**src/rtl/flow_seq_pkg.sv**
```systemverilog
package flow_seq_pkg;

  localparam int OP_W = 8;

  localparam logic [OP_W-1:0] OPC_JUMP   = 8'h0A;
  localparam logic [OP_W-1:0] OPC_IFNZ   = 8'h0D;
  localparam logic [OP_W-1:0] OPC_IFZ    = 8'h0E;
  localparam logic [OP_W-1:0] OPC_IFGT   = 8'h0F;
  localparam logic [OP_W-1:0] OPC_IFGE   = 8'h10;
  localparam logic [OP_W-1:0] OPC_IFLT   = 8'h11;
  localparam logic [OP_W-1:0] OPC_IFLE   = 8'h12;
  localparam logic [OP_W-1:0] OPC_PUSH   = 8'h13;
  localparam logic [OP_W-1:0] OPC_POP    = 8'h14;
  localparam logic [OP_W-1:0] OPC_CALL   = 8'h15;
  localparam logic [OP_W-1:0] OPC_RET    = 8'h16;
  localparam logic [OP_W-1:0] OPC_IFNEG  = 8'h1A;
  localparam logic [OP_W-1:0] OPC_IFPOS  = 8'h1B;

  typedef enum logic [1:0] {
    K_FLOW  = 2'd0,
    K_WRITE = 2'd1,
    K_READ  = 2'd2
  } op_kind_e;

  typedef enum logic [1:0] {
    S_IDLE   = 2'd0,
    S_ACCESS = 2'd1,
    S_WAIT   = 2'd2,
    S_FIN    = 2'd3
  } seq_state_e;

endpackage

```
**src/rtl/flow_decode.sv**
```systemverilog
module flow_decode
  import flow_seq_pkg::*;
(
  input  logic [OP_W-1:0] opcode,
  input  logic            zf,
  input  logic            sf,
  input  logic            vf,
  output op_kind_e        kind,
  output logic            take,
  output logic            is_call,
  output logic            is_ret
);

  logic sv_same;
  assign sv_same = (sf == vf);

  always_comb begin
    kind    = K_FLOW;
    take    = 1'b0;
    is_call = 1'b0;
    is_ret  = 1'b0;
    unique case (opcode)
      OPC_JUMP:  take = 1'b1;
      OPC_IFNZ:  take = !zf;
      OPC_IFZ:   take = zf;
      OPC_IFGT:  take = sv_same && !zf;
      OPC_IFGE:  take = sv_same;
      OPC_IFLT:  take = !sv_same;
      OPC_IFLE:  take = !sv_same || zf;
      OPC_IFNEG: take = sf;
      OPC_IFPOS: take = !sf;
      OPC_PUSH:  kind = K_WRITE;
      OPC_CALL:  begin kind = K_WRITE; is_call = 1'b1; end
      OPC_POP:   kind = K_READ;
      OPC_RET:   begin kind = K_READ; is_ret = 1'b1; end
      default:   take = 1'b0;
    endcase
  end

endmodule

```
**src/rtl/flow_fsm.sv**
```systemverilog
module flow_fsm
  import flow_seq_pkg::*;
(
  input  logic     clk,
  input  logic     rst_n,
  input  logic     start,
  input  op_kind_e kind_in,
  output logic     accept,
  output logic     busy,
  output logic     mem_req,
  output logic     mem_we,
  output logic     capture,
  output logic     done
);

  seq_state_e state, state_nx;
  op_kind_e   kind_q;

  assign accept  = start && (state == S_IDLE);
  assign busy    = (state != S_IDLE);
  assign mem_req = (state == S_ACCESS);
  assign mem_we  = mem_req && (kind_q == K_WRITE);
  assign capture = (state == S_WAIT);
  assign done    = (state == S_FIN);

  always_comb begin
    state_nx = state;
    unique case (state)
      S_IDLE:   if (accept) state_nx = (kind_in == K_FLOW) ? S_FIN : S_ACCESS;
      S_ACCESS: state_nx = (kind_q == K_READ) ? S_WAIT : S_FIN;
      S_WAIT:   state_nx = S_FIN;
      S_FIN:    state_nx = S_IDLE;
      default:  state_nx = S_IDLE;
    endcase
  end

  always_ff @(posedge clk) begin
    if (!rst_n) begin
      state  <= S_IDLE;
      kind_q <= K_FLOW;
    end else begin
      state <= state_nx;
      if (accept) kind_q <= kind_in;
    end
  end

  // completion never lasts more than one cycle
  p_done_pulse_r11: assert property (@(posedge clk) disable iff (!rst_n)
    done |=> !done);

  // a read request is always followed by the data-wait cycle
  p_read_then_wait_r7: assert property (@(posedge clk) disable iff (!rst_n)
    (mem_req && !mem_we) |=> capture);

  // a write request is followed directly by completion
  p_write_then_done_r5: assert property (@(posedge clk) disable iff (!rst_n)
    mem_we |=> done);

endmodule

```
**src/rtl/flow_seq.sv**
```systemverilog
module flow_seq
  import flow_seq_pkg::*;
#(
  parameter int W = 16
) (
  input  logic            clk,
  input  logic            rst_n,
  input  logic            start,
  input  logic [OP_W-1:0] opcode,
  input  logic [W-1:0]    operand,
  input  logic [W-1:0]    ret_amount,
  input  logic [W-1:0]    ret_addr,
  input  logic [W-1:0]    sp_in,
  input  logic            flag_zero,
  input  logic            flag_sign,
  input  logic            flag_ovf,
  output logic            busy,
  output logic            done,
  output logic [W-1:0]    ip_next,
  output logic [W-1:0]    sp_next,
  output logic [W-1:0]    pop_data,
  output logic            mem_req,
  output logic            mem_we,
  output logic [W-1:0]    mem_addr,
  output logic [W-1:0]    mem_wdata,
  input  logic [W-1:0]    mem_rdata
);

  localparam logic [W-1:0] ONE = W'(1);

  function automatic logic [W-1:0] sp_after_push(input logic [W-1:0] sp);
    return sp - ONE;
  endfunction

  function automatic logic [W-1:0] sp_after_pop(input logic [W-1:0] sp,
                                                input logic [W-1:0] extra);
    return sp + ONE + extra;
  endfunction

  op_kind_e kind;
  logic     take, is_call, is_ret;
  logic     accept, capture;

  logic [W-1:0] ip_q, sp_q, pop_q, addr_q, wdata_q, amt_q;
  logic         ret_q;

  flow_decode u_dec (
    .opcode  (opcode),
    .zf      (flag_zero),
    .sf      (flag_sign),
    .vf      (flag_ovf),
    .kind    (kind),
    .take    (take),
    .is_call (is_call),
    .is_ret  (is_ret)
  );

  flow_fsm u_fsm (
    .clk     (clk),
    .rst_n   (rst_n),
    .start   (start),
    .kind_in (kind),
    .accept  (accept),
    .busy    (busy),
    .mem_req (mem_req),
    .mem_we  (mem_we),
    .capture (capture),
    .done    (done)
  );

  always_ff @(posedge clk) begin
    if (!rst_n) begin
      ip_q    <= '0;
      sp_q    <= '0;
      pop_q   <= '0;
      addr_q  <= '0;
      wdata_q <= '0;
      amt_q   <= '0;
      ret_q   <= 1'b0;
    end else if (accept) begin
      pop_q <= '0;
      ret_q <= is_ret;
      amt_q <= '0;
      unique case (kind)
        K_WRITE: begin
          addr_q  <= sp_after_push(sp_in);
          sp_q    <= sp_after_push(sp_in);
          wdata_q <= is_call ? ret_addr : operand;
          ip_q    <= is_call ? operand : ret_addr;
        end
        K_READ: begin
          addr_q <= sp_in;
          amt_q  <= is_ret ? ret_amount : '0;
          sp_q   <= sp_after_pop(sp_in, is_ret ? ret_amount : '0);
          ip_q   <= ret_addr;
        end
        default: begin
          sp_q <= sp_in;
          ip_q <= take ? operand : ret_addr;
        end
      endcase
    end else if (capture) begin
      pop_q <= mem_rdata;
      if (ret_q) ip_q <= mem_rdata;
    end
  end

  assign ip_next   = ip_q;
  assign sp_next   = sp_q;
  assign pop_data  = pop_q;
  assign mem_addr  = addr_q;
  assign mem_wdata = wdata_q;

  // write enable only travels with a request
  p_we_in_req_r5: assert property (@(posedge clk) disable iff (!rst_n)
    mem_we |-> mem_req);

  // a write lands at the stack pointer the operation reports
  p_write_at_new_sp_r6: assert property (@(posedge clk) disable iff (!rst_n)
    (mem_req && mem_we) |-> (mem_addr == sp_next));

  // after a read the reported pointer sits one word plus the discard above it
  p_read_below_sp_r8: assert property (@(posedge clk) disable iff (!rst_n)
    (mem_req && !mem_we) |-> (sp_next - mem_addr - ONE == amt_q));

  // one request cycle per stack operation
  p_req_single_r11: assert property (@(posedge clk) disable iff (!rst_n)
    mem_req |=> !mem_req);

  // a start during a running operation leaves its access address alone
  p_busy_hold_r10: assert property (@(posedge clk) disable iff (!rst_n)
    (busy && start) |=> $stable(mem_addr));

endmodule

```
**config.mk**
```make
export PLATFORM = sky130hd
export DESIGN_NAME = flow_seq
export DESIGN_NICKNAME = d
export VERILOG_FILES = /design/src/rtl/flow_seq_pkg.sv /design/src/rtl/flow_decode.sv /design/src/rtl/flow_fsm.sv /design/src/rtl/flow_seq.sv
export SDC_FILE = /design/constraint.sdc
export NUM_CORES = 1
export LEC_CHECK = 0
export BUFFER_PORTS_ARGS = -buffer_cell sky130_fd_sc_hd__buf_2
export CAP_MARGIN = 20
export CORE_MARGIN = 5
export CORE_UTILIZATION = 53
export DETAILED_ROUTE_END_ITERATION = 8
export HOLD_SLACK_MARGIN = 0.08
export PLACE_DENSITY = 0.82
export SLEW_MARGIN = 15
export SYNTH_ARGS = -nofsm -noshare
export SYNTH_HDL_FRONTEND = slang
export SYNTH_SLANG_ARGS = --single-unit
```
**constraint.sdc**
```tcl
create_clock -name clk -period 4.4 [get_ports clk]
set_clock_uncertainty 0.2 [all_clocks]
set_input_delay 0.44 -clock clk [delete_from_list [all_inputs] [get_ports clk]]
set_output_delay 0.44 -clock clk [all_outputs]
set_load 0.05 [all_outputs]
```
==> run_results.csv <==
group,metric,value,unit
status,outcome,"complete, no violations",
clock_network,clock_sinks,85,
cells_and_area,final_net_count,995,
die,die_area,13360,um^2
timing,post-route-period-util,0.7692,
cells_and_area,fin_util,0.6472,
logic_synthesis,netlist_area,5907,um^2
timing,rsz0062_at_grt,"false",
cells_and_area,post_route_cells_drive_above_1_share,0.2673,
routing,vias_per_cell,6.000,
job,maxCapViolCount,0,
routing,finalWirelength,17820,um
clock_network,cts_max_level,3,
logic_synthesis,yosysTopAreaCellShare,0.2881,
die,die_w,115.6,um
global_route,grt_max_degree,49,
logic_synthesis,synthTopCellsByArea,"dfxtp_1, mux2i_1, o211a_1",
routing,route.detailed.drc,0,
setup_path,cpMostUsedCell,"and3_1",
logic_synthesis,synth_edf_count,0,
cells_and_area,regArea,1702,um^2
setup_path,worstPathRequired,4.52,ns
timing,setup-violations-final,0,
place,port_buffers,177,
routing,drtIter0Drc,679,
clock_network,clock_latency,0.37,ns
routing,wl_met2,8126,um
timing,timing.final.ws_setup,1.015,ns
global_route,grt_overflow,0,
setup_path,arrival,3.50,ns
die,die_y,115.6,um
logic_synthesis,ys.flop_type,"dfxtp_1",
logic_synthesis,synth_cell_types,60,
routing,wl_per_cell,17.47,um
place,hpwl,12870,um
timing,hold_violations,0,
setup_path,path_cells,"buf_2 > or3_1 > nor4b_2 > buf_4 > and3_1 > ha_1 > and3_1 > and2_1 > a211o_1 > a41oi_1 > o41ai_1 > nor4bb_1 > nand3b_1",
timing,holdWs,0.1271,ns
setup_path,crit_buf_inv,2,
timing,drv_slew,0,
cells_and_area,syn_to_final_growth,19.30,%
power,vdd_ir_drop_max,0.2989,mV
routing,ant_nets,0,
setup_path,path_delay_family,"simple AND/OR/NAND/NOR gates",
setup_path,setup.worst_path.end_class,"flop",
routing,met3WireLength,1433,um
clock_network,cts_made_buffers,9,
power,powerDensity,401.2,nW/um^2
logic_synthesis,syn_inst,734,
routing,vias,6120,
place,pre_cts_ws,0.6280,ns
logic_synthesis,ys_async_sr_fraction,0,
logic_synthesis,ys_warn_count,0,
clock_network,clock_path_buffers,2,
timing,slew_headroom,0.5294,
routing,top_layer_used,"met4",
clock_network,holdBufCountCts,0,
logic_synthesis,synth_area_leader_cell,"dfxtp_1",
timing,post-route-min-period,3.385,ns
logic_synthesis,syn_avg_cell_area,8.048,um^2
place,globalplace.congestion,0.9042,
setup_path,crit_fanout,20,
power,power_leakage,0.003782,uW
power,total_power,2827,uW
clock_network,ctsRootBufferMaster,"clkbuf_8",
clock_network,cts_setup_buffers,0,
clock_network,post_cts_resized,0,
setup_path,cp_slowest_stage_delay,0.40,ns
routing,m1WireLength,7660,um
logic_synthesis,synth_seq_cells,85,
timing,fmax,295.5,MHz
setup_path,critical_path.slowest_cell,"or3_1",
setup_path,r2r_slack,1.87,ns
global_route,antenna_found_initial,1,
cells_and_area,multi_input_comb_area,3904,um^2
setup_path,crit_type,"in -> reg",
logic_synthesis,synth.most_common_cell,"dfxtp_1",
logic_synthesis,synth_common_cells,"dfxtp_1, nor2_1, nand2_1",
setup_path,start_kind,"primary input",
timing,tightest_slew,0.7060,ns
die,start_util,0.5425,
logic_synthesis,synth_fp_nets,854,
min_path,hp-class,"in -> reg",
clock_network,cts_tree,"yes",
cells_and_area,fill_cells,989,
die,ios,178,
die,core_area,10890,um^2
die,row_count,38,
global_route,grt_pass1_wl,28270,um
timing,finalSetupTns,0,ns
routing,first_pass_iters,5,
logic_synthesis,yosysSeqAreaShare,0.2881,
clock_network,clk_pin_slew,0.09,ns
global_route,grt_pass1_vias,5701,
global_route,grt.total_usage,0.2617,
[cell type report]
class | instances | share of cell area
flip-flops and latches | 85 | 0.2415
multi-input cells | 570 | 0.5540
diodes | 1 | 0.0003551
clock inverters | 3 | 0.006214
inverters | 19 | 0.01012
clock buffers | 12 | 0.02344
well taps | 140 | 0.02486
repair buffers | 190 | 0.1396
[tightest hold or removal path, cell delays in order]
cell	delay, ns
buf_2	0.09
mux2i_1	0.06
nor2_1	0.07
[flip-flops by register name (all words and copies together) (netlist names)]
name / flops
u_fsm.state: 2
pop_data: 16
mem_wdata: 16
ip_next: 16
mem_addr: 16
ret_q: 1
u_fsm.kind_q: 2
sp_next: 16
[logic make-up (layout without fill, tap and decap cells)]
kind of cell	count (synthesis)	in the layout	synth area share
adder cells (fa/ha/maj)	26	26	0.05634
other	0	1	0
AND/OR/NAND/NOR	254	254	0.2044
XOR/XNOR	26	26	0.03855
flip-flops	85	85	0.2881
multiplexers	72	72	0.1256
buffers and inverters	79	224	0.05317
AO/OA/AOI/OAI	192	192	0.2339
[report_power, final]
part,internal (uW),leakage [uW],total (uW),switching (uW)
combinational,379,0.00298,1270,890
clock,306,0.000108,600,293
sequential,891,0.000692,958,67.9
[path summary, 6_finish.rpt]
path / cells past startpoint / start / endpoint
hold reg to reg: 2 / sp_next[2] / sp_next[2]
hold / removal: 3 / mem_rdata[8] / pop_data[8]
setup reg to reg: 8 / u_fsm.state[0] / ip_next[5]
setup / recovery: 13 / opcode[5] / sp_next[15]
[placed cells by master, fill, tap and decap left out, types with 12 or more instances in the layout]
master and n:
buf_2 177, dfxtp_1 85, nor2_1 83, nand2_1 72, mux2i_1 55, o21ai_0 47
o211a_1 34, ha_1 25, and3_1 20, a21oi_1 20, inv_1 19, a221oi_1 19
mux2_2 17, xnor2_1 17, o22ai_1 16, buf_4 13, nand3_1 12, clkbuf_8 12
[layer usage]
metal  global-route usage  up-vias
li1                     -     2947
met1               0.3500     2851
met2               0.4252      282
met3              0.02872       40
met4               0.1197        0
met5                    0        -
[through the flow]
stage | cell area [um^2] | cells
after global routing | 7047 | 1020
after CTS | 7044 | 1019
after detailed placement | 6835 | 1004
final | 7047 | 1020
after global placement | 6835 | 1004
after floorplan | 5907 | 734
(Power assumes the default switching activity.)
